$ cat src/rtl/tpb_pkg.sv
package tpb_pkg;
  typedef enum logic [1:0] {
    PORT_PRI  = 2'd0,
    PORT_SEC1 = 2'd1,
    PORT_SEC2 = 2'd2,
    PORT_NONE = 2'd3
  } port_e;

  typedef enum logic [1:0] {
    TERM_NOCLAIM = 2'b00,
    TERM_NORMAL  = 2'b01,
    TERM_RETRY   = 2'b10
  } term_e;

  localparam int unsigned NPORT = 3;
endpackage

$ cat src/rtl/tpb_route_decode.sv
module tpb_route_decode
  import tpb_pkg::*;
#(
  parameter int unsigned NP = NPORT
) (
  input  logic [1:0]    src_port_i,
  input  logic [1:0]    dst_port_i,
  input  logic          ext_sel_i,
  input  logic [NP-1:0] buf_full_i,
  output logic          claim_o,
  output logic          dst_full_o,
  output logic [NP-1:0] sel_vec_o
);
  logic [NP-1:0] dst_hot;

  generate
    for (genvar p = 0; p < NP; p++) begin : g_port
      assign sel_vec_o[p] = (src_port_i == p[1:0]);
      assign dst_hot[p]   = (dst_port_i == p[1:0]);
    end
  endgenerate

  always_comb begin
    claim_o    = (dst_port_i != PORT_NONE) && (dst_port_i != src_port_i) && !ext_sel_i;
    dst_full_o = |(dst_hot & buf_full_i);
  end
endmodule

$ cat src/rtl/tpb_delayed_entry.sv
module tpb_delayed_entry #(
  parameter int unsigned CMD_W  = 4,
  parameter int unsigned ADDR_W = 32
) (
  input  logic              clk,
  input  logic              rst_n,
  input  logic              capture_i,
  input  logic              release_i,
  input  logic              cpl_done_i,
  input  logic [CMD_W-1:0]  cmd_i,
  input  logic [ADDR_W-1:0] addr_i,
  input  logic [1:0]        src_i,
  output logic              pend_o,
  output logic              done_o,
  output logic              match_o
);
  logic              pend_q, pend_d;
  logic              done_q, done_d;
  logic [CMD_W-1:0]  cmd_q;
  logic [ADDR_W-1:0] addr_q;
  logic [1:0]        src_q;
  logic              load_en;

  always_comb begin
    load_en = capture_i && !pend_q;
    pend_d  = pend_q;
    done_d  = done_q;
    if (load_en) begin
      pend_d = 1'b1;
      done_d = 1'b0;
    end else if (release_i) begin
      pend_d = 1'b0;
      done_d = 1'b0;
    end else if (pend_q && cpl_done_i) begin
      done_d = 1'b1;
    end
  end

  always_ff @(posedge clk or negedge rst_n) begin
    if (!rst_n) begin
      pend_q <= 1'b0;
      done_q <= 1'b0;
    end else begin
      pend_q <= pend_d;
      done_q <= done_d;
    end
  end

  always_ff @(posedge clk or negedge rst_n) begin
    if (!rst_n) begin
      cmd_q  <= '0;
      addr_q <= '0;
      src_q  <= '0;
    end else if (load_en) begin
      cmd_q  <= cmd_i;
      addr_q <= addr_i;
      src_q  <= src_i;
    end
  end

  assign pend_o  = pend_q;
  assign done_o  = done_q;
  assign match_o = pend_q && (cmd_q == cmd_i) && (addr_q == addr_i) && (src_q == src_i);
endmodule

$ cat src/rtl/tpb_claim_decoder.sv
module tpb_claim_decoder
  import tpb_pkg::*;
#(
  parameter int unsigned CMD_W  = 4,
  parameter int unsigned ADDR_W = 32
) (
  input  logic              clk,
  input  logic              rst_n,
  input  logic              cyc_valid_i,
  input  logic [1:0]        src_port_i,
  input  logic [1:0]        dst_port_i,
  input  logic              postable_i,
  input  logic [2:0]        buf_full_i,
  input  logic              ext_sel_i,
  input  logic [CMD_W-1:0]  cmd_i,
  input  logic [ADDR_W-1:0] addr_i,
  input  logic              cpl_done_i,
  output logic [2:0]        devsel_o,
  output logic              resp_valid_o,
  output logic [1:0]        term_o,
  output logic              fwd_valid_o,
  output logic [1:0]        fwd_port_o
);
  logic          claim, dst_full;
  logic [NPORT-1:0] sel_vec;
  logic          pend, done, match;
  logic          capture, release_e;

  logic [2:0] devsel_d, devsel_q;
  logic       resp_d, resp_q;
  logic [1:0] term_d, term_q;
  logic       fwd_d, fwd_q;
  logic [1:0] fport_d, fport_q;

  tpb_route_decode #(.NP(NPORT)) u_route (
    .src_port_i (src_port_i),
    .dst_port_i (dst_port_i),
    .ext_sel_i  (ext_sel_i),
    .buf_full_i (buf_full_i),
    .claim_o    (claim),
    .dst_full_o (dst_full),
    .sel_vec_o  (sel_vec)
  );

  tpb_delayed_entry #(.CMD_W(CMD_W), .ADDR_W(ADDR_W)) u_entry (
    .clk        (clk),
    .rst_n      (rst_n),
    .capture_i  (capture),
    .release_i  (release_e),
    .cpl_done_i (cpl_done_i),
    .cmd_i      (cmd_i),
    .addr_i     (addr_i),
    .src_i      (src_port_i),
    .pend_o     (pend),
    .done_o     (done),
    .match_o    (match)
  );

  always_comb begin
    devsel_d  = '0;
    resp_d    = cyc_valid_i;
    term_d    = TERM_NOCLAIM;
    fwd_d     = 1'b0;
    fport_d   = fport_q;
    capture   = 1'b0;
    release_e = 1'b0;
    if (cyc_valid_i && claim) begin
      devsel_d = sel_vec;
      if (postable_i) begin
        if (dst_full) begin
          term_d = TERM_RETRY;
        end else begin
          term_d  = TERM_NORMAL;
          fwd_d   = 1'b1;
          fport_d = dst_port_i;
        end
      end else if (!pend) begin
        term_d  = TERM_RETRY;
        capture = 1'b1;
        fwd_d   = 1'b1;
        fport_d = dst_port_i;
      end else if (match && done) begin
        term_d    = TERM_NORMAL;
        release_e = 1'b1;
      end else begin
        term_d = TERM_RETRY;
      end
    end
  end

  always_ff @(posedge clk or negedge rst_n) begin
    if (!rst_n) begin
      devsel_q <= '0;
      resp_q   <= 1'b0;
      term_q   <= TERM_NOCLAIM;
      fwd_q    <= 1'b0;
      fport_q  <= PORT_NONE;
    end else begin
      devsel_q <= devsel_d;
      resp_q   <= resp_d;
      term_q   <= term_d;
      fwd_q    <= fwd_d;
      fport_q  <= fport_d;
    end
  end

  assign devsel_o     = devsel_q;
  assign resp_valid_o = resp_q;
  assign term_o       = term_q;
  assign fwd_valid_o  = fwd_q;
  assign fwd_port_o   = fport_q;
endmodule

$ cat config.mk
export PLATFORM = sky130hd
export DESIGN_NAME = tpb_claim_decoder
export DESIGN_NICKNAME = d
export VERILOG_FILES = /design/src/rtl/tpb_pkg.sv /design/src/rtl/tpb_route_decode.sv /design/src/rtl/tpb_delayed_entry.sv /design/src/rtl/tpb_claim_decoder.sv
export SDC_FILE = /design/constraint.sdc
export NUM_CORES = 1
export LEC_CHECK = 0
export BUFFER_PORTS_ARGS = -buffer_cell sky130_fd_sc_hd__buf_2
export CORE_AREA = 2 2 74 76
export DETAILED_ROUTE_END_ITERATION = 10
export DIE_AREA = 0 0 76 78
export PLACE_DENSITY = 0.7
export SLEW_MARGIN = 20
export SYNTH_ARGS = -nofsm -noshare
export SYNTH_HDL_FRONTEND = slang
export SYNTH_HIERARCHICAL = 1
export SYNTH_SLANG_ARGS = --single-unit
$ cat constraint.sdc
create_clock -name clk -period 5.8 [get_ports clk]
set_clock_uncertainty 0.1 [all_clocks]
set_input_delay 0.58 -clock clk [delete_from_list [all_inputs] [get_ports clk]]
set_output_delay 0.58 -clock clk [all_outputs]
set_load 0.01 [all_outputs]
==> results.cfg, run 1 <==
[cts]
hold_buffers = 0
clockBufferDepth = 2
clkLatencyLatePin_ns = 0.29
clk_transition_reported_paths_ns = 0.08
cts.sinks = 49
cts_setup_buffers = 0
root_buffer = clkbuf_8
cts.repair.resized = 0
cts_tree = built
htreeDepth = 2
cts_buffers = 5

[synth]
yosysMostFrequentCell = dfrtp_1
synth_area_leader_cell = dfrtp_1
synth_mux_area_share_pct = 19.8
synthSimpleGateAreaFrac_pct = 8.51
synth-compound-area-share_pct = 3.36
synth-main-ff-cell = dfrtp_1
yosys_warnings = 6
seq_area_frac_synth_pct = 53.2
async_flop_share_pct = 100
yosysUniqueCellTypes = 31
synth_fa_ha_area_share_pct = 0
synth_top_area_share_pct = 50.9
syn_area_per_cell_um2 = 12.8
synth_area_leaders = dfrtp_1 51%, mux2_2 19%, xor2_1 13%, dfstp_2 2.3%, nor4_1 1.9%
synth-xor-area-share_pct = 13.3
synthesis.nets = 229
synth_edf_count = 0
synth_cells = 180
ys_ff_latch = 49
yosys-top-cells-count = 47 x dfrtp_1, 38 x mux2_2, 34 x xor2_1
synth_top_family_by_area = multiplexers
syn_area_um2 = 2310

[die]
core-area_um2 = 5040
std_cell_rows = 26
ios = 58
initial_core_util_pct = 45.8
die_area_um2 = 5930
die_h_um = 78
die_w_um = 76

[run_status]
outcome = finished clean

[sta]
max_freq_ghz = 0.463
fin_crit_sh_pct = 37.3
maxSlewViolCount = 0
period_minus_slack_ns = 2.16
relSlewSlack_pct = 54.2
hold_viol_final = 0
fin_setup_tns_ns = 0
rsz0062_at_grt = false
setup_violations = 0
tightestPinTransition_ns = 0.687
setup_ws_ns = 3.64

[final_layout]
nFillCells = 457
drive_gt1_share_pct = 44.9
num-nets-final = 291
multi_input_area_um2 = 1040
regArea_um2 = 1230
synthToLayoutAreaGrowth_pct = 20.3
diodes = 0

[route]
detail-route-antenna-nets = 0
post_drt_wl_per_cell_um = 12.5
drc = 0
num_vias = 1502
routed_wirelength_um = 3900
viasPerCell = 4.80
dr.pass1.iters = 4
drt_iter0_drc = 83

[setup_path]
critPathRequiredTime_ns = 5.88
cp-start-kind = input pin
arrival_ns = 2.24
crit_type = in2reg
worst_setup_path_end_kind = flop
cp_max_fo = 41

[global_route]
grt_pass1_vias = 1519
antenna_found_initial = 0
grt_overflow = 0
grt_pass1_wl_um = 6660
grt_max_degree = 42
grt_usage_pct = 14.5

[placement]
dp_hpwl_um = 2920
place_ws_ns = 3.31
gp_congestion = 0.706
portBuffers = 57

[power]
p_per_area_nw_per_um2 = 218
ir_worst_vdd_uv = 140
p_leak_uw = 0.00150

[job]
cap_viol_max_count = 0

[worst_hold_path]
hold_class = in2async
final timing paths:
kind | from | end | slack [ns] | cells past startpoint
max | src_port_i[0] | u_entry/addr_q[7] | 3.64 | 9
min in group clk | cyc_valid_i | resp_valid_o | 0.35 | 1
min reg2reg | u_entry/addr_q[12] | u_entry/addr_q[12] | 0.42 | 1
max in group asynchronous | rst_n | u_entry/addr_q[13] | 4.84 | 2
min | rst_n | u_entry/pend_o | 0.22 | 1
max reg2reg | u_entry/addr_q[20] | u_entry/pend_o | 3.76 | 7
area by class of cell:
type | count | share of cell area [%]
Timing Repair Buffer | 59 | 11.5
Sequential cell | 49 | 44.2
Multi-Input combinational cell | 121 | 37.4
Clock buffer | 8 | 2.88
Tap cell | 70 | 3.15
Inverter | 6 | 0.811
power breakdown:
part	switching (µW)	internal, µW	total, µW
Combinational	33.1	30.8	64.0
Sequential	2.12	350	352
Clock	105	85.9	191
Total	140	467	607
per-stage QoR:
stage	instance area (µm²)	util, %	instances	total power (µW)	hold slack [ns]
detailed placement	2700	53.5	305	424	0.393
CTS	2780	55.1	313	618	0.231
global route	2780	55.1	313	639	0.261
floorplan	2310	-	180	383	0.184
global placement	2670	53.0	304	422	0.390
finish	2780	55.1	313	607	0.220
kinds of logic (layout without fill, tap and decap cells):
family,after synthesis,in the layout
flops,49,49
mux,41,41
xor+xnor,35,35
simple gates,33,33
compound gates,12,12
buf+inv,10,73
cells in the final DEF (no fill, tap or decap), types with 2 or more instances in the layout:
cell	n
nor2b_1	2
mux2i_1	3
a21oi_1	2
dfrtp_1	47
nor3_1	3
nor4_1	7
buf_2	57
xor2_1	34
mux2_2	38
nor2_1	4
o21ai_0	4
nand2_1	4
clkbuf_1	3
nand4_1	2
nand3_1	2
dfstp_2	2
o21ai_1	2
and3_1	3
inv_1	5
clkbuf_8	5
metal layers:
metal / GRT usage, % / share of wire [%] / routed length, µm / up-vias
met3: 5.93 / 6.1 / 238 / 2
met5: 0 / 0 / 0 / -
li1: - / - / - / 749
met1: 17.3 / 45 / 1760 / 714
met2: 23.5 / 48 / 1880 / 37
met4: 5.45 / 0.59 / 23 / 0
critical path, stage by stage:
cell     delay [ns]
buf_2          0.14
inv_1          0.08
a21oi_1        0.07
o31ai_2        0.29
nand2_1        0.17
nor3_1         0.20
nand2_1        0.08
buf_4          0.29
mux2_2         0.33
registers in the layout, summed over array words and instances (netlist names):
name / flops
term_o: 2
u_entry/src_q: 2
resp_valid_o: 1
fwd_port_o: 2
devsel_o: 3
u_entry/done_o: 1
fwd_valid_o: 1
u_entry/pend_o: 1
u_entry/addr_q: 32
u_entry/cmd_q: 4
Note: power is estimated with default switching activity, not from simulation.
==> inputs of run 2 (changes only) <==
--- a/config.mk
+++ b/config.mk
@@ -9,7 +9,7 @@
 export CORE_AREA = 2 2 74 76
 export DETAILED_ROUTE_END_ITERATION = 10
 export DIE_AREA = 0 0 76 78
-export PLACE_DENSITY = 0.7
+export PLACE_DENSITY = 0.72
 export SLEW_MARGIN = 20
 export SYNTH_ARGS = -nofsm -noshare
 export SYNTH_HDL_FRONTEND = slang
==> constraint.sdc (replaced) <==
create_clock -name clk -period 1.85 [get_ports clk]
set_clock_uncertainty 0.1 [all_clocks]
set_input_delay 0.185 -clock clk [delete_from_list [all_inputs] [get_ports clk]]
set_output_delay 0.185 -clock clk [all_outputs]
set_load 0.01 [all_outputs]
==> run 2 against run 1 <==
Net effect: sequential share of layout area is 2.2 points lower; register-to-register slack worse by 3.8 ns; via count grew 3.9%; non-clock buffer count is 13 higher; cell area increased by 5.2%; the run now ends with negative setup slack left; critical path depth down 2; hold slack got worse by 0.18 ns.
==> results.cfg, run 2 (same netlist as run 1, synthesis figures left out) <==
[run_status]
outcome = complete, but fails checks
violations = negative setup slack

[setup_path]
worst_setup_path_end_kind = flop
worst_path_largest_cell_delay_ns = 0.39
critPathRequiredTime_ns = 1.93
cp_common_cell = nor4_2
crit_type = reg2reg
rr_worst_depth = 7
cp_max_fo = 2
cp.depth = 7
cp_num_buf_inv = 0
crit_family = simple AND/OR/NAND/NOR gates
worstPathCellList = xor2_1 > nor4_2 > nand4_1 > nor4_2 > nand3_1 > nor3_2 > o21ai_1
cp-start-kind = flop
reg2reg_from = u_entry/addr_q[22]
crit_start = u_entry/addr_q[22]
r2r_setup_slack_ns = -0.09
crit_path_end = u_entry/pend_o
timing.rr.end = u_entry/pend_o
crit_slowest_cell = dfrtp_1
arrival_ns = 2.02

[cts]
clk_transition_reported_paths_ns = 0.09
root_buffer = clkbuf_8
htreeDepth = 2
clockBufferDepth = 2
cts.sinks = 49
cts_tree = built
cts_setup_buffers = 0
cts_buffers = 5
clkLatencyLatePin_ns = 0.30

[final_layout]
largest_register_ffs = 32
num-nets-final = 304
diodes = 0
layout_commonest_cell = buf_2
layout_common_cells = 57 x buf_2, 47 x dfrtp_1, 38 x mux2_2
largest_register = u_entry/addr_q
synthToLayoutAreaGrowth_pct = 26.6
instances_no_fill = 326
drive_gt1_share_pct = 50.0
nFillCells = 459
final_area_um2 = 2920

[sta]
tightestPinTransition_ns = 0.481
relSlewSlack_pct = 67.9
fin_setup_tns_ns = -0.234
setup_violations = 4
rsz0062_at_grt = true
max_freq_ghz = 0.517
hold_viol_final = 0
setup_ws_ns = -0.0857
fin_crit_sh_pct = 105
maxSlewViolCount = 0
period_minus_slack_ns = 1.94
hold_ws_ns = 0.0357

[power]
ir_worst_vdd_uv = 364
p_per_area_nw_per_um2 = 659
p_leak_uw = 0.00158

[route]
viasPerCell = 4.79
drc = 0
dr.pass1.iters = 4
post_drt_wl_per_cell_um = 12.6
routed_wirelength_um = 4110
detail-route-antenna-nets = 0
num_vias = 1560
drt_iter0_drc = 85

[global_route]
grt_pass1_wl_um = 6950
grt_usage_pct = 14.7
grt_overflow = 0
grt_max_degree = 35
antenna_found_initial = 0
grt_pass1_vias = 1524

[die]
initial_core_util_pct = 45.8
std_cell_rows = 26
die_h_um = 78
die_w_um = 76
core-area_um2 = 5040
ios = 58
die_area_um2 = 5930

[placement]
dp_hpwl_um = 3120
place_ws_ns = -0.169
placed_cells = 316
postPlaceCellArea_um2 = 2790
gp_congestion = 0.753
portBuffers = 57

[job]
cap_viol_max_count = 0

[worst_hold_path]
hold_class = in2reg
-- run 2: cell count changes in the layout (fill, tap and decap cells not counted), sizes merged --
cell         previous run  this run
buf                    59        70
clkbuf                  8         6
clkinv                  0         2
dlygate4sd3             0         2
-- run 2: stage by stage --
step | total power, µW | utilization, %
3_3_place_gp | 1340 | 55.3
6_report | 1930 | 58.0
2_1_floorplan | 1200 | -
5_1_grt | 2020 | 58.0
4_1_cts | 1960 | 57.5
3_5_place_dp | 1340 | 55.3
-- run 2: report_power, final --
group	internal, µW	leakage [µW]	total, µW	switching [µW]
clock	263	0.0000450	604	341
combinational	108	0.000868	220	112
sequential	1100	0.000664	1100	6.25
total	1470	0.00158	1930	460
-- run 2: area by class of cell --
cell class	instances	area, µm²	area share [%]
clock buffers	6	72.6	2.48
clock inverters	2	10.0	0.342
inverters	6	22.5	0.771
multi-input cells	121	1070	36.7
flip-flops and latches	49	1230	42.0
well taps	70	87.6	3.00
repair buffers	72	428	14.6
-- run 2: worst min-delay path by stage --
| stage | slack (ns) | startpoint | end | depth (start not counted) |
|---|---|---|---|---|
| global route | 0.03 | addr_i[18] | u_entry/addr_q[18] | 2 |
| detailed placement | 0.08 | rst_n | u_entry/cmd_q[2] | 1 |
| CTS | 0.02 | addr_i[8] | u_entry/addr_q[8] | 2 |
| global placement | 0.07 | rst_n | u_entry/cmd_q[2] | 1 |
| floorplan | -0.21 | rst_n | devsel_o[0] | 0 |
| finish | 0.04 | addr_i[5] | u_entry/addr_q[5] | 2 |
-- run 2: what timing repair did --
item	in CTS	in global routing
setup endpoints to repair	4	11
resized for setup	1	4
hold endpoints to repair	18	0
pin swaps	4	4
hold buffers	2	0
-- run 2: metal layers --
layer | track usage, % | routed length (µm) | vias to the layer above | share of wire, %
met3 | 4.77 | 214 | 4 | 5.2
met4 | 3.27 | 29 | 0 | 0.71
li1 | - | - | 779 | -
met1 | 18.9 | 1950 | 740 | 47
met5 | 0 | 0 | - | 0
met2 | 24.3 | 1920 | 37 | 47
